File: src/rtl/cfg_retry_pkg.sv
package cfg_retry_pkg;

  localparam logic [2:0]  CPL_OK        = 3'd0;
  localparam logic [2:0]  CPL_RETRY     = 3'd2;
  localparam logic [31:0] VIS_VENDOR_DW = 32'hFFFF_0001;

  typedef enum logic [1:0] {
    RSP_OK       = 2'd0,
    RSP_NOTFOUND = 2'd1,
    RSP_ERROR    = 2'd2,
    RSP_ROOTCRS  = 2'd3
  } rsp_code_e;

  typedef enum logic [1:0] {
    ST_IDLE,
    ST_ISSUE,
    ST_WAIT,
    ST_GAP
  } ctl_state_e;

  typedef struct packed {
    logic        wr;
    logic [7:0]  bus;
    logic [11:0] off;
    logic [1:0]  size;
    logic        vis;
  } held_req_t;

endpackage

File: src/rtl/cfg_addr_pack.sv
module cfg_addr_pack (
  input  logic [7:0]  bus,
  input  logic [4:0]  dev,
  input  logic [2:0]  fn,
  input  logic [9:0]  dw_num,
  output logic [31:0] addr
);
  logic below_root;

  always_comb begin
    below_root = (bus != 8'd0);
    addr       = {4'd0, bus, dev, fn, dw_num, 1'b0, below_root};
  end
endmodule

File: src/rtl/cfg_lane_extract.sv
module cfg_lane_extract (
  input  logic [31:0] dword,
  input  logic [1:0]  lane,
  input  logic [1:0]  size,
  output logic [31:0] result
);
  logic [31:0] shifted;

  always_comb begin
    shifted = dword >> {lane, 3'b000};
    case (size)
      2'd0:    result = {24'd0, shifted[7:0]};
      2'd1:    result = {16'd0, shifted[15:0]};
      default: result = dword;
    endcase
  end
endmodule

File: src/rtl/cfg_retry_timer.sv
module cfg_retry_timer #(
  parameter int RETRY_GAP   = 100,
  parameter int TIMEOUT_CYC = 50_000_000
) (
  input  logic clk,
  input  logic rst,
  input  logic start,
  input  logic run,
  input  logic gap_load,
  output logic expired,
  output logic gap_zero
);
  localparam int TW = $clog2(TIMEOUT_CYC + 1);
  localparam int GW = (RETRY_GAP > 1) ? $clog2(RETRY_GAP + 1) : 1;

  logic [TW-1:0] elapsed;
  logic [GW-1:0] gap_cnt;

  always_ff @(posedge clk) begin
    if (rst) begin
      elapsed <= '0;
    end else if (start) begin
      elapsed <= '0;
    end else if (run && !expired) begin
      elapsed <= elapsed + TW'(1);
    end
  end

  always_ff @(posedge clk) begin
    if (rst) begin
      gap_cnt <= '0;
    end else if (gap_load) begin
      gap_cnt <= GW'(RETRY_GAP - 1);
    end else if (gap_cnt != '0) begin
      gap_cnt <= gap_cnt - GW'(1);
    end
  end

  assign expired  = (elapsed >= TW'(TIMEOUT_CYC));
  assign gap_zero = (gap_cnt == '0);
endmodule

File: src/rtl/cfg_retry_ctrl.sv
module cfg_retry_ctrl #(
  parameter int RETRY_GAP   = 100,
  parameter int TIMEOUT_CYC = 50_000_000
) (
  input  logic        clk,
  input  logic        rst,
  input  logic        req_valid,
  input  logic        req_write,
  input  logic [7:0]  req_bus,
  input  logic [4:0]  req_dev,
  input  logic [2:0]  req_func,
  input  logic [11:0] req_off,
  input  logic [1:0]  req_size,
  input  logic [31:0] req_wdata,
  input  logic        sw_vis_en,
  output logic        busy,
  output logic        done,
  output logic [1:0]  rsp_status,
  output logic [31:0] rsp_data,
  output logic        tx_valid,
  output logic        tx_write,
  output logic [31:0] tx_addr,
  output logic [31:0] tx_wdata,
  input  logic        cpl_valid,
  input  logic [2:0]  cpl_status,
  input  logic [31:0] cpl_data
);
  import cfg_retry_pkg::*;

  ctl_state_e  state;
  held_req_t   held;
  logic [31:0] packed_addr;
  logic [31:0] lane_src;
  logic [31:0] lane_out;
  logic        accept;
  logic        below_root;
  logic        vendor_vis;
  logic        is_retry;
  logic        gap_load;
  logic        expired;
  logic        gap_zero;

  cfg_addr_pack pack_i (
    .bus    (req_bus),
    .dev    (req_dev),
    .fn     (req_func),
    .dw_num (req_off[11:2]),
    .addr   (packed_addr)
  );

  always_comb begin
    accept     = (state == ST_IDLE) && req_valid;
    below_root = (held.bus != 8'd0);
    vendor_vis = !held.wr && held.vis && below_root && (held.off[11:2] == 10'd0);
    is_retry   = (cpl_status == CPL_RETRY);
    gap_load   = (state == ST_WAIT) && cpl_valid && is_retry && below_root
                 && !vendor_vis && !expired;
    lane_src   = (is_retry && vendor_vis) ? VIS_VENDOR_DW : cpl_data;
  end

  cfg_lane_extract lane_i (
    .dword  (lane_src),
    .lane   (held.off[1:0]),
    .size   (held.size),
    .result (lane_out)
  );

  cfg_retry_timer #(
    .RETRY_GAP   (RETRY_GAP),
    .TIMEOUT_CYC (TIMEOUT_CYC)
  ) timer_i (
    .clk      (clk),
    .rst      (rst),
    .start    (accept),
    .run      (state != ST_IDLE),
    .gap_load (gap_load),
    .expired  (expired),
    .gap_zero (gap_zero)
  );

  always_ff @(posedge clk) begin
    if (rst) begin
      state      <= ST_IDLE;
      held       <= '0;
      busy       <= 1'b0;
      done       <= 1'b0;
      rsp_status <= RSP_OK;
      rsp_data   <= '0;
      tx_valid   <= 1'b0;
      tx_write   <= 1'b0;
      tx_addr    <= '0;
      tx_wdata   <= '0;
    end else begin
      done     <= 1'b0;
      tx_valid <= 1'b0;
      case (state)
        ST_IDLE: begin
          if (req_valid) begin
            held.wr   <= req_write;
            held.bus  <= req_bus;
            held.off  <= req_off;
            held.size <= req_size;
            held.vis  <= sw_vis_en;
            tx_write  <= req_write;
            tx_addr   <= packed_addr;
            tx_wdata  <= req_wdata;
            busy      <= 1'b1;
            state     <= ST_ISSUE;
          end
        end
        ST_ISSUE: begin
          tx_valid <= 1'b1;
          state    <= ST_WAIT;
        end
        ST_WAIT: begin
          if (cpl_valid) begin
            if (gap_load) begin
              state <= ST_GAP;
            end else begin
              done  <= 1'b1;
              busy  <= 1'b0;
              state <= ST_IDLE;
              if (cpl_status == CPL_OK || (is_retry && vendor_vis)) begin
                rsp_status <= RSP_OK;
                rsp_data   <= held.wr ? 32'd0 : lane_out;
              end else if (is_retry && !below_root) begin
                rsp_status <= RSP_ROOTCRS;
                rsp_data   <= '0;
              end else if (is_retry) begin
                rsp_status <= RSP_NOTFOUND;
                rsp_data   <= '0;
              end else begin
                rsp_status <= RSP_ERROR;
                rsp_data   <= '0;
              end
            end
          end
        end
        ST_GAP: begin
          if (gap_zero) state <= ST_ISSUE;
        end
        default: state <= ST_IDLE;
      endcase
    end
  end
endmodule

File: config.mk
export PLATFORM = sky130hd
export DESIGN_NAME = cfg_retry_ctrl
export DESIGN_NICKNAME = d
export VERILOG_FILES = /design/src/rtl/cfg_retry_pkg.sv /design/src/rtl/cfg_addr_pack.sv /design/src/rtl/cfg_lane_extract.sv /design/src/rtl/cfg_retry_timer.sv /design/src/rtl/cfg_retry_ctrl.sv
export SDC_FILE = /design/constraint.sdc
export NUM_CORES = 1
export LEC_CHECK = 0
export BUFFER_PORTS_ARGS = -buffer_cell sky130_fd_sc_hd__buf_2
export CAP_MARGIN = 10
export CORE_ASPECT_RATIO = 2
export CORE_MARGIN = 3
export CORE_UTILIZATION = 30
export CTS_CLUSTER_DIAMETER = 120
export CTS_CLUSTER_SIZE = 25
export DETAILED_ROUTE_END_ITERATION = 7
export PLACE_DENSITY = 0.55
export SYNTH_ARGS = -nofsm -noshare
export SYNTH_HDL_FRONTEND = slang
export SYNTH_SLANG_ARGS = --single-unit
File: constraint.sdc
create_clock -name clk -period 2.1 [get_ports clk]
set_input_delay 0.21 -clock clk [delete_from_list [all_inputs] [get_ports clk]]
set_output_delay 0.21 -clock clk [all_outputs]
set_load 0.01 [all_outputs]
==> results of run 1 <==
-- Yosys cell counts, drive strengths merged, types with 2 or more instances --
cell type and n:
xnor2 22, nand2b 12, nand3 10, nand3b 2, inv 20, xor2 4
or4 4, dfxtp 137, o2111ai 3, a311oi 3, ha 7, nor4 12
a21oi 102, a31oi 3, mux2 8, nor2 52, buf 36, o211ai 17
mux2i 2, nor2b 11, nand2 171, o21ai 31, nor4b 7, a22o 7
nor3 10, and3 2, clkbuf 37, or3 5, nor3b 3, a32oi 7
o22ai 7, a211oi 9, nand4 5
-- logic make-up (layout without fill, tap and decap cells) --
| kind of cell | count (synthesis) | after routing | synth area share [%] |
|---|---|---|---|
| simple gates | 314 | 314 | 24.35 |
| compound gates | 196 | 196 | 18.71 |
| flops | 137 | 137 | 42.90 |
| buf+inv | 93 | 319 | 7.320 |
| xor+xnor | 26 | 26 | 3.562 |
| mux | 10 | 10 | 1.722 |
| fa+ha+maj | 7 | 7 | 1.370 |
| other cells | 1 | 5 | 0.05866 |
-- stage by stage --
step	worst slack [ps]	instance area (um^2)	hold WS, ps	cells	TNS (ps)
final	-15.71	8786	23.86	1280	-76.97
after global routing	-95.33	8786	16.88	1280	-2474
after CTS	-57.50	8593	2.809	1277	-961.1
after detailed placement	-278.6	7903	443.3	1243	-4180
after global placement	-211.5	7903	436.6	1243	-3182
after floorplan	18.96	6420	346.0	788	0
-- power by group through the flow --
stage          Sequential (mW)  Combinational [mW]  Clock, mW
6_report                  2.92                1.50       2.73
5_1_grt                   2.95                1.68       2.90
4_1_cts                   2.91                1.45       2.81
3_5_place_dp              2.97                1.43          0
3_3_place_gp              2.96                1.41          0
2_1_floorplan             2.98               0.862          0
-- sequential cells by signal (all words and copies together) (netlist names) --
signal	count
rsp_data	32
tx_wdata	32
timer_i.gap_cnt	7
busy	1
held	23
rsp_status	2
tx_addr	10
timer_i.elapsed	26
state	2
tx_valid	1
done	1
-- worst paths after layout --
check / depth (start not counted) / endpoint / start / slack, ps
max: 8 / rsp_data[22] / timer_i.elapsed[10] / -20
min: 3 / tx_wdata[2] / req_wdata[2] / 20
max reg2reg: 8 / rsp_data[22] / timer_i.elapsed[10] / -20
min reg2reg: 2 / tx_addr[16] / tx_addr[16] / 450
-- worst max-delay path, cell delays in order (launching register included) --
cell and delay, ps:
dfxtp_1 310, or4_4 540, o2111ai_4 230, a211oi_4 150
o21ba_4 260, buf_12 150, clkbuf_16 160, o211ai_1 90
a21oi_1 80
-- per-layer routing --
metal	up-vias	track usage [%]	wire [um]	part of all wire, %
met4	0	7.146	494	2.4
met3	23	4.740	1127	5.4
met5	-	0	0	0
met1	2843	18.56	7469	36
met2	162	33.35	11800	56
li1	3102	-	-	-
-- layout make-up --
class | instances | area (um^2) | area share [%]
Clock buffer | 20 | 446.7 | 5.084
Clock inverter | 10 | 80.08 | 0.9114
Inverter | 20 | 75.07 | 0.8545
Multi-Input combinational cell | 558 | 3452 | 39.29
Sequential cell | 137 | 2749 | 31.29
Tap cell | 266 | 332.8 | 3.788
Timing Repair Buffer | 269 | 1650 | 18.78
-- what timing repair did --
action,4_1_cts,5_1_grt
gates resized for setup,27,35
setup endpoints to repair,47,59
cloned,0,1
pin swaps,22,20
buffers inserted,4,2
endpoints found under the hold margin,0,0
==> results.md, run 1 <==
* Max_cap viols at 0
* Remaining antenna violation count after routing at 0
* Commonest cells after routing, fill and taps aside: buf_2, nand2_1, dfxtp_1
* Worst Skew at 6.925 ps
* # setup viols final at 7
* Sequential fraction of the synthesis area at 42.90%
* Num rows at 74
* Overall Power at 7.154 mW
* Worst-path clk slew at 60 ps
* Worst hold path type: in -> reg
* Share of layout cells above drive strength 1 at 35.80%
* # DRC at 0
* Final Util at 42.55%
* CORE AREA at 20650 um^2
* Clk Latency, worst-skew pair at 420 ps
* Startpoint type of the worst setup path: flop
* Mapped Area at 6392 um^2
* Gate power share at 21.0%
* Maximum clock frequency at 0.4727 GHz
* Area grow syn2layout at 37.44%
* VDD IR max at 480.5 uV
* Sw Share at 29.27%
* Clock sinks at 137
* IO Port Bufs at 199
* GRT Total Usage at 17.90%
* RSZ-0062 raised after global routing: yes
* TritonCTS clock tree: yes
* Clock Path Buffers at 2
* Ant. Diodes at 0
* Leading area contributor after synthesis: dfxtp_1
* Failing checks: setup timing
* # nets final at 1113
* Final Hold Viols at 0
* Async SR Flop Fraction at 0%
* Vias in the first global route at 6153
* DRT Wirelength at 20890 um
* CP Capture Type: flop
* CTS buffer count at 17
* Layout filler cell count at 2124
* Root Driver: clkbuf_16
* HPWL after DPL at 15590 um
* Vias at 6130
* Final Cycle Share at 100.7%
* Top cells by area, synth: dfxtp_1, nand2_1, a21oi_1, xnor2_1, buf_4
* Leakage at 3.646 nW
* Syn Area/Cell at 8.154 um^2
* Critical Path RT at 2380 ps
* CP Max Fanout at 9
* Clock network power share at 38.1%
* Most common cell after layout, fill and taps aside: buf_2
* Max-slew headroom at 52.98%
* EDFF count, synth at 0
* Global-route wire length before repair at 32130 um
* Min Tclk post-route at 2116 ps
* CP arrival at 2400 ps
* Netlist cell types at 67
* Die Wd at 109.2 um
* Io pins at 205
* Post-Syn Instances at 784
* Flop pwr share at 40.8%
* Global route overflow at 0
* Die area at 23200 um^2
* Initial antenna violation count at 0
* Drt first-iter violations at 258
* Power Dens Cells at 814.2 nW/um^2
* Slew Viols, Final at 0
* Initial Util at 30.96%
* Largest net degree at the start of global routing at 64
* Outcome: complete, but fails checks
* Die height at 212.4 um
* Int Pwr at 5.060 mW
* Cts hold-fix bufs at 0
* CP Class: reg -> reg
* H-tree depth at 4
* Post-synth top area share at 42.90%
* Yosys reg bits at 137
* Routability congestion estimate at 0.8533
* Ys Warns at 0
* Top_reg_cell synth: dfxtp_1
* Final WS setup at -15.71 ps
* Worst-Margin Slew at 699.5 ps
* Switching pwr at 2.094 mW
* Drt wl/cell at 16.32 um
* Vias per cell at 4.789
* Drt pass-1 iters at 4
No activity file was read; power rests on OpenSTA's default activity.
==> inputs of run 2 (changes only) <==
- PLACE_DENSITY: 0.55 -> 0.59
==> results.md, run 2 (synthesis results as in run 1) <==
* Outcome: complete, no violations
* IO Port Bufs at 199
* Clock Path Buffers at 2
* Max_cap viols at 0
* Power Dens Cells at 798.8 nW/um^2
* R2R setup slack at 10 ps
* CORE AREA at 20650 um^2
* Worst hold path type: in -> reg
* Share of layout cells above drive strength 1 at 35.89%
* Final Cycle Share at 99.50%
* Vias in the first global route at 6237
* RSZ-0062 raised after global routing: yes
* DRT Wirelength at 20530 um
* CP Capture Type: flop
* CP Max Fanout at 7
* CP Class: reg -> reg
* Drt pass-1 iters at 5
* Overall Power at 7.187 mW
* TritonCTS clock tree: yes
* # nets final at 1129
* Leakage at 3.739 nW
* Global route overflow at 0
* VDD IR max at 547.2 uV
* Setup TNS at 0 ps
* Num rows at 74
* Registers with the most flip-flops: rsp_data (32), tx_wdata (32), timer_i.elapsed (26)
* CP max stage cell: or4_4
* Vias per cell at 4.844
* Min Tclk post-route at 2089 ps
* Routability congestion estimate at 0.8587
* Area grow syn2layout at 40.75%
* Cell Chain, Critical Path: or4_4 -> o2111ai_4 -> a211oi_4 -> o21ba_4 -> buf_6 -> mux2_4 -> o21ai_1
* Largest net degree at the start of global routing at 65
* Vias at 6288
* Worst r2r src: timer_i.elapsed[11]
* Initial Util at 30.96%
* Die Wd at 109.2 um
* Cell count of the worst reg-to-reg path at 7
* Io pins at 205
* Worst Skew at 4.804 ps
* Worst r2r dst: rsp_data[9]
* Critical Path RT at 2460 ps
* Die height at 212.4 um
* CP peak stage delay at 540 ps
* Maximum clock frequency at 0.4786 GHz
* Remaining antenna violation count after routing at 0
* Commonest cells after routing, fill and taps aside: buf_2, nand2_1, dfxtp_1
* Setup crit start: timer_i.elapsed[11]
* CP arrival at 2450 ps
* Final Hold Viols at 0
* # DRC at 0
* Clk Latency, worst-skew pair at 420 ps
* Most common cell after layout, fill and taps aside: buf_2
* HPWL after DPL at 15010 um
* Die area at 23200 um^2
* Drt wl/cell at 15.82 um
* Worst-path clk slew at 60 ps
* Initial antenna violation count at 0
* Max-slew headroom at 52.79%
* Clock sinks at 137
* Drt first-iter violations at 259
* # setup viols final at 0
* CTS buffer count at 17
* Critical path capture point: rsp_data[9]
* GRT Total Usage at 17.58%
* Slew Viols, Final at 0
* Worst-Margin Slew at 708.2 ps
* Root Driver: clkbuf_16
* Global-route wire length before repair at 31570 um
* Startpoint type of the worst setup path: flop
* H-tree depth at 4
-- run 2: cell type report --
cell class / count / area, um^2
multi-input cells: 558 / 3487
diodes: 1 / 2.502
inverters: 20 / 75.07
clock buffers: 28 / 486.7
fillers: 2062 / 11650
well taps: 266 / 332.8
clock inverters: 3 / 40.04
flip-flops and latches: 137 / 2756
repair buffers: 285 / 1817
-- run 2: layer usage --
| layer | vias to the layer above | share of wire, % | GRT usage (%) |
|---|---|---|---|
| met4 | 0 | 3.7 | 9.169 |
| met3 | 45 | 5.5 | 4.619 |
| met2 | 187 | 54 | 31.91 |
| met5 | - | 0 | 0 |
| met1 | 2915 | 36 | 18.08 |
| li1 | 3141 | - | - |
-- run 2: timing repair --
| action | 4_1_cts | 5_1_grt |
|---|---|---|
| pin swaps | 10 | 20 |
| cloned | 1 | 0 |
| hold buffers | 15 | 0 |
| setup buffers | 2 | 3 |
| gates resized for setup | 34 | 50 |
| hold endpoints to repair | 15 | 0 |
| endpoints found under the setup margin | 48 | 53 |
-- run 2: critical path, delay by kind of cell, from the launching register on --
family                 cells  cell delay [ps]
muxes                      1              280
and+or+nand+nor            1              540
DFF                        1              320
AOI/OAI and AO/OA          4              750
buffers and inverters      1              130
-- run 2: worst min path at each step --
stage / start / to / slack (ps) / depth (start not counted)
final: req_wdata[0] / tx_wdata[0] / 20 / 3
after CTS: req_off[0] / held[3] / 0.08 / 3
after floorplan: sw_vis_en / held[0] / 350 / 2
after global placement: rsp_data[29] / rsp_data[29] / 440 / 2
after detailed placement: rsp_data[16] / rsp_data[16] / 440 / 2
after global routing: req_wdata[0] / tx_wdata[0] / 10 / 3
-- run 2: through the flow --
step	utilization [%]	hold slack, ps	worst slack, ps	cells	cell area [um^2]
6_report	43.58	21.14	10.51	1298	8997
5_1_grt	43.56	14.29	-66.48	1297	8995
4_1_cts	42.50	0.08438	-26.74	1295	8775
3_5_place_dp	38.38	442.4	-151.7	1246	7925
3_3_place_gp	38.38	437.1	-196.1	1246	7925
2_1_floorplan	-	346.0	18.96	788	6420
-- run 2: power by group --
group	internal [mW]	switching (mW)	leakage (nW)	total, mW
combinational	0.681	0.828	2.36	1.51
clock	1.68	1.07	0.256	2.75
sequential	2.79	0.136	1.12	2.93
total	5.15	2.03	3.74	7.19
